`src/rtl/gpio_irq_pkg.sv`:
```
package gpio_irq_pkg;

    // Per-pin polarity / edge selection code
    typedef enum logic [1:0] {
        SEL_LOW_FALL  = 2'b00,
        SEL_HIGH_RISE = 2'b01,
        SEL_BOTH      = 2'b10,
        SEL_RSVD      = 2'b11
    } act_sel_e;

    localparam int unsigned SEL_W = 2;

endpackage

```
`src/rtl/gpio_evt_detect.sv`:
```
module gpio_evt_detect
    import gpio_irq_pkg::*;
#(
    parameter int unsigned NUM_PINS = 4,
    localparam int unsigned SELV_W  = NUM_PINS * SEL_W
) (
    input  logic [NUM_PINS-1:0] level_now_i,
    input  logic [NUM_PINS-1:0] level_prev_i,
    input  logic [NUM_PINS-1:0] trig_level_i,
    input  logic [SELV_W-1:0]   act_sel_i,
    output logic [NUM_PINS-1:0] evt_o
);

    for (genvar i = 0; i < NUM_PINS; i++) begin : g_pin
        act_sel_e sel;
        logic     rise;
        logic     fall;

        always_comb begin
            sel  = act_sel_e'(act_sel_i[i*SEL_W +: SEL_W]);
            rise = level_now_i[i] & ~level_prev_i[i];
            fall = ~level_now_i[i] & level_prev_i[i];
            evt_o[i] = 1'b0;
            if (trig_level_i[i]) begin
                unique case (sel)
                    SEL_LOW_FALL:  evt_o[i] = ~level_now_i[i];
                    SEL_HIGH_RISE: evt_o[i] = level_now_i[i];
                    default:       evt_o[i] = 1'b0;
                endcase
            end else begin
                unique case (sel)
                    SEL_LOW_FALL:  evt_o[i] = fall;
                    SEL_HIGH_RISE: evt_o[i] = rise;
                    SEL_BOTH:      evt_o[i] = rise | fall;
                    default:       evt_o[i] = 1'b0;
                endcase
            end
        end
    end

endmodule

```
`src/rtl/gpio_sts_core.sv`:
```
module gpio_sts_core #(
    parameter int unsigned NUM_PINS = 4
) (
    input  logic                clk,
    input  logic                rst_n,
    input  logic [NUM_PINS-1:0] pin_level_i,
    input  logic [NUM_PINS-1:0] evt_i,
    input  logic [NUM_PINS-1:0] int_en_i,
    input  logic [NUM_PINS-1:0] wake_en_i,
    input  logic [NUM_PINS-1:0] int_clr_i,
    input  logic [NUM_PINS-1:0] wake_clr_i,
    output logic [NUM_PINS-1:0] pin_q_o,
    output logic [NUM_PINS-1:0] int_sts_o,
    output logic [NUM_PINS-1:0] wake_sts_o
);

    typedef struct packed {
        logic [NUM_PINS-1:0] pin;
        logic [NUM_PINS-1:0] int_sts;
        logic [NUM_PINS-1:0] wake_sts;
    } sts_state_t;

    sts_state_t st_d, st_q;

    always_comb begin
        st_d     = st_q;
        st_d.pin = pin_level_i;
        for (int i = 0; i < NUM_PINS; i++) begin
            // a set in the same cycle outranks the clear strobe
            if (evt_i[i] && int_en_i[i]) begin
                st_d.int_sts[i] = 1'b1;
            end else if (int_clr_i[i]) begin
                st_d.int_sts[i] = 1'b0;
            end
            if (evt_i[i] && wake_en_i[i]) begin
                st_d.wake_sts[i] = 1'b1;
            end else if (wake_clr_i[i]) begin
                st_d.wake_sts[i] = 1'b0;
            end
        end
    end

    always_ff @(posedge clk or negedge rst_n) begin
        if (!rst_n) begin
            st_q <= '0;
        end else begin
            st_q <= st_d;
        end
    end

    assign pin_q_o    = st_q.pin;
    assign int_sts_o  = st_q.int_sts;
    assign wake_sts_o = st_q.wake_sts;

endmodule

```
`src/rtl/gpio_pad_path.sv`:
```
module gpio_pad_path #(
    parameter int unsigned NUM_PINS = 4
) (
    input  logic [NUM_PINS-1:0] out_val_i,
    input  logic [NUM_PINS-1:0] out_en_i,
    input  logic [NUM_PINS-1:0] pin_q_i,
    input  logic [NUM_PINS-1:0] int_sts_i,
    input  logic [NUM_PINS-1:0] int_unmask_i,
    input  logic [NUM_PINS-1:0] wake_sts_i,
    output logic [NUM_PINS-1:0] pad_out_o,
    output logic [NUM_PINS-1:0] pad_oe_o,
    output logic [NUM_PINS-1:0] pin_sts_o,
    output logic [NUM_PINS-1:0] irq_o,
    output logic                irq_any_o,
    output logic                wake_any_o
);

    always_comb begin
        pad_oe_o   = out_en_i;
        pad_out_o  = out_val_i & out_en_i;
        pin_sts_o  = pin_q_i & ~out_en_i;
        irq_o      = int_sts_i & int_unmask_i;
        irq_any_o  = |irq_o;
        wake_any_o = |wake_sts_i;
    end

endmodule

```
`src/rtl/gpio_irq_pin_ctrl.sv`:
```
module gpio_irq_pin_ctrl
    import gpio_irq_pkg::*;
#(
    parameter int unsigned NUM_PINS = 4,
    localparam int unsigned SELV_W  = NUM_PINS * SEL_W
) (
    input  logic                clk,
    input  logic                rst_n,
    input  logic [NUM_PINS-1:0] pin_level_i,
    input  logic [NUM_PINS-1:0] int_en_i,
    input  logic [NUM_PINS-1:0] int_unmask_i,
    input  logic [NUM_PINS-1:0] trig_level_i,
    input  logic [SELV_W-1:0]   act_sel_i,
    input  logic [NUM_PINS-1:0] wake_en_i,
    input  logic [NUM_PINS-1:0] int_clr_i,
    input  logic [NUM_PINS-1:0] wake_clr_i,
    input  logic [NUM_PINS-1:0] out_val_i,
    input  logic [NUM_PINS-1:0] out_en_i,
    output logic [NUM_PINS-1:0] pad_out_o,
    output logic [NUM_PINS-1:0] pad_oe_o,
    output logic [NUM_PINS-1:0] pin_sts_o,
    output logic [NUM_PINS-1:0] int_sts_o,
    output logic [NUM_PINS-1:0] wake_sts_o,
    output logic [NUM_PINS-1:0] irq_o,
    output logic                irq_any_o,
    output logic                wake_any_o
);

    logic [NUM_PINS-1:0] pin_q;
    logic [NUM_PINS-1:0] evt;

    gpio_evt_detect #(.NUM_PINS(NUM_PINS)) u_evt (
        .level_now_i  (pin_level_i),
        .level_prev_i (pin_q),
        .trig_level_i (trig_level_i),
        .act_sel_i    (act_sel_i),
        .evt_o        (evt)
    );

    gpio_sts_core #(.NUM_PINS(NUM_PINS)) u_sts (
        .clk         (clk),
        .rst_n       (rst_n),
        .pin_level_i (pin_level_i),
        .evt_i       (evt),
        .int_en_i    (int_en_i),
        .wake_en_i   (wake_en_i),
        .int_clr_i   (int_clr_i),
        .wake_clr_i  (wake_clr_i),
        .pin_q_o     (pin_q),
        .int_sts_o   (int_sts_o),
        .wake_sts_o  (wake_sts_o)
    );

    gpio_pad_path #(.NUM_PINS(NUM_PINS)) u_pad (
        .out_val_i    (out_val_i),
        .out_en_i     (out_en_i),
        .pin_q_i      (pin_q),
        .int_sts_i    (int_sts_o),
        .int_unmask_i (int_unmask_i),
        .wake_sts_i   (wake_sts_o),
        .pad_out_o    (pad_out_o),
        .pad_oe_o     (pad_oe_o),
        .pin_sts_o    (pin_sts_o),
        .irq_o        (irq_o),
        .irq_any_o    (irq_any_o),
        .wake_any_o   (wake_any_o)
    );

endmodule

```
`config.mk`:
```
export PLATFORM = sky130hd
export DESIGN_NAME = gpio_irq_pin_ctrl
export DESIGN_NICKNAME = d
export VERILOG_FILES = /design/src/rtl/gpio_irq_pkg.sv /design/src/rtl/gpio_evt_detect.sv /design/src/rtl/gpio_sts_core.sv /design/src/rtl/gpio_pad_path.sv /design/src/rtl/gpio_irq_pin_ctrl.sv
export SDC_FILE = /design/constraint.sdc
export NUM_CORES = 1
export LEC_CHECK = 0
export ABC_AREA = 0
export BUFFER_PORTS_ARGS = -buffer_cell sky130_fd_sc_hd__buf_2
export CAP_MARGIN = 25
export CORE_MARGIN = 1
export CORE_UTILIZATION = 42
export CTS_BUF_LIST = sky130_fd_sc_hd__clkbuf_2 sky130_fd_sc_hd__clkbuf_4 sky130_fd_sc_hd__clkbuf_8
export CTS_CLUSTER_DIAMETER = 200
export CTS_CLUSTER_SIZE = 28
export DETAILED_ROUTE_END_ITERATION = 10
export PLACE_DENSITY = 0.92
export SETUP_SLACK_MARGIN = 0.2
export SLEW_MARGIN = 25
export SYNTH_ARGS = -nofsm -noshare
export SYNTH_HDL_FRONTEND = slang
export SYNTH_HIERARCHICAL = 1
export SYNTH_SLANG_ARGS = --single-unit
```
`constraint.sdc`:
```
create_clock -name clk -period 4.75 [get_ports clk]
set_clock_uncertainty 0.2 [all_clocks]
set_input_delay 0.475 -clock clk [delete_from_list [all_inputs] [get_ports clk]]
set_output_delay 0.475 -clock clk [all_outputs]
set_load 0.01 [all_outputs]
```
==> impl_metrics.ini <==
[layout]
areaGrowthSynthToFinish_pct = 46.8
top_library_cells_by_usage_in_the_layout_fill_and_taps_aside = buf_2, inv_1, dfrtp_1
num-nets-final = 221
most_frequent_standard_cell_in_the_layout_excluding_fill_and_tap_cells = buf_2
n_antenna_cell = 0
post_route_cells_drive_above_1_share = 0.512

[clock_tree]
cts_tree = done
clock_tree_root_buffer_cell = clkbuf_4
clkSinkCount = 12
cts_buffers = 3
htreeDepth = 1
clk_path_buf_depth = 2
clkTransAtPathRegs_ns = 0.08
cts.repair_timing.setup_buffer_count = 0
clock_latency_of_the_later_clocked_register_in_the_worst_skew_pair_ns = 0.28

[sta]
slew_worst_pin_ns = 0.393
final_max_slew_viol_count = 0
finalWorstPathRequiredPeriod_ns = 2.19
setup_viol = 0
setup_repair_after_global_routing_missed_its_margin = no
hold_slack_ns = 0.149
setup_tns_ns = 0
min_period_over_period = 0.460
timing.fmax_ghz = 0.457
count_of_endpoints_failing_hold_in_the_final_timing_report = 0
timing.slew.headroom = 0.731

[pwr]
worst_ir_drop_vdd_v = 0.000174
pwr_density_cell_nw_per_um2 = 233
post-layout-total-power_uw = 296
leakage_nw = 0.738
p_sw_uw = 91.5
combinationalPowerShare = 0.313
power.share.sequential = 0.401
switching_share = 0.309
clock_power_share = 0.285
cellInternalPower_uw = 204

[setup_path]
r2r_cells = 7
timing.critical_path.fanout_max = 3
cells_traversed_along_the_worst_timing_path = and2_4 > or4_4 > buf_2
start_kind = flip-flop
worst_path_largest_cell_delay_ns = 0.51
worst_r2r_endpoint = u_sts/wake_sts_o[0]
critical_path.reg2reg.startpoint = u_sts/pin_q_o[0]
crit_start = u_sts/int_sts_o[2]
crit_path_end = irq_any_o
r2r_setup_slack_ns = 3.11
crit_required_ns = 4.07
cp_top_family = simple AND/OR/NAND/NOR gates
critPathKind = flip-flop to primary output
cp_num_cells = 3
arrival_ns = 1.51
cp_num_buf_inv = 1
worstSetupEndpointType = primary output
cpMaxStageDelayCell = or4_4

[yosys]
yosys.area_share.simple = 0.267
synth_fp_nets = 148
mappedNetlistArea_um2 = 867
synthDistinctLibCells = 17
yosys.area_share.adder = 0.115
synthCells = 94
synth_top_family_by_area = simple AND/OR/NAND/NOR gates
synthesis.area_per_instance_um2 = 9.22
postSynthRegisterBits = 12
synth-warning-count = 6
synth_xor_area_frac = 0
yosys-mux-area-fraction = 0.0462
synth_compound_area_frac = 0.121
synth_sequential_area_ratio = 0.346

[placed_design]
finalWeightedCongestion = 0.668
dpl.hpwl_um = 1890
port_bufs = 71

[detailed_routing]
routed_wire_length_per_instance_um = 11.5
avgViaCountPerCell = 4.84
drt_pass1_iterations = 6
initialDrtViolationCount = 8
route.antenna.remaining_nets = 0
vias = 934
drcViolationCount = 1
detail_route.wirelength_um = 2220

[floorplan]
dieHeight_um = 47.4
count_of_standard_cell_rows = 16
initial_utilization = 0.447
chipWidth_um = 47.4
die_ar_um2 = 2250
floorplan.io_pins = 72
core_area_um2 = 1940

[min_path]
hold_class = primary input to flip-flop
holdPathStages = 1
startpoint_of_the_tightest_hold_check_path = pin_level_i[0]

[global_routing]
grt.total_usage = 0.200
vias_in_the_first_global_route = 857
grt_pass1_wl_um = 3060
antenna_found_initial = 0
grt_start_max_net_pins = 13
overflow = 0

[status]
status = finished with violations
failed_checks = design-rule violations

[flow_run]
timing.max_cap.violations = 0
==> state kept, by name (all words and copies together), names as in the netlist <==
register,count
u_sts/int_sts_o,4
u_sts/pin_q_o,4
u_sts/wake_sts_o,4
==> layout make-up <==
cell class / count / area [um^2]
Fill cell: 160 / 669
Multi-Input combinational cell: 62 / 477
Timing Repair Buffer: 72 / 365
Sequential cell: 12 / 300
Inverter: 16 / 60.1
Clock buffer: 4 / 36.3
Tap cell: 27 / 33.8
==> worst register-to-register path, cell delays in order (launching register included) <==
cell and delay [ns]:
dfrtp_1 0.38, inv_1 0.06, ha_1 0.17, mux2i_1 0.15, nor3b_1 0.07, or3_1 0.37, nand2_1 0.10, o21ai_2 0.05
==> Yosys cell counts <==
master	count	area (um^2)
o21ai_2	8	70.1
nor2b_1	4	25.0
inv_1	16	60.1
and2_1	7	43.8
nand2_1	8	30.0
nor4b_1	4	35.0
or3_1	4	25.0
dfrtp_1	12	300
ha_1	8	100
mux2i_1	4	40.0
or4_1	1	7.51
and2_4	1	8.76
nor3b_1	4	30.0
buf_4	4	30.0
a2111oi_0	4	35.0
or4_4	1	11.3
nor2_1	4	15.0
==> power groups by stage <==
stage | Sequential, mW | Combinational, mW | Clock (mW)
floorplan | 0.123 | 0.0415 | 0
global placement | 0.120 | 0.0874 | 0
detailed placement | 0.121 | 0.0925 | 0
CTS | 0.119 | 0.0934 | 0.0870
global route | 0.120 | 0.104 | 0.0938
finish | 0.119 | 0.0927 | 0.0844
==> through the flow <==
step,instances,setup WS (ns),utilization,instance area (um^2)
floorplan,94,2.91,-,867
global placement,188,2.72,0.631,1230
detailed placement,188,2.72,0.631,1230
CTS,193,2.55,0.655,1270
global route,193,2.50,0.655,1270
finish,193,2.56,0.655,1270
==> how the worst min path moves through the flow <==
| stage | end | slack [ns] |
|---|---|---|
| 2_1_floorplan | u_sts/int_sts_o[0] | -0.02 |
| 3_3_place_gp | u_sts/wake_sts_o[0] | 0.16 |
| 3_5_place_dp | u_sts/int_sts_o[3] | 0.17 |
| 4_1_cts | u_sts/pin_q_o[3] | 0.14 |
| 5_1_grt | u_sts/pin_q_o[2] | 0.13 |
| 6_report | u_sts/pin_q_o[0] | 0.15 |
==> what timing repair did <==
| item | 4_1_cts | 5_1_grt |
|---|---|---|
| gates resized for setup | 0 | 0 |
| hold buffers | 1 | 0 |
| hold endpoints to repair | 12 | 0 |
==> cell families (layout without fill, tap and decap cells) <==
kind of cell    count (synthesis)  count (layout)
fa+ha+maj                       8               8
simple gates                   38              38
compound gates                 12              12
mux                             4               4
flops                          12              12
buf+inv                        20              92
==> layer usage <==
| layer | vias up | track usage | share of wire |
|---|---|---|---|
| li1 | 457 | - | - |
| met1 | 435 | 0.180 | 0.38 |
| met2 | 42 | 0.397 | 0.56 |
| met3 | 0 | 0.0566 | 0.055 |
| met4 | 0 | 0.103 | 0 |
| met5 | - | 0 | 0 |
Power figures use the tool's default switching activity.
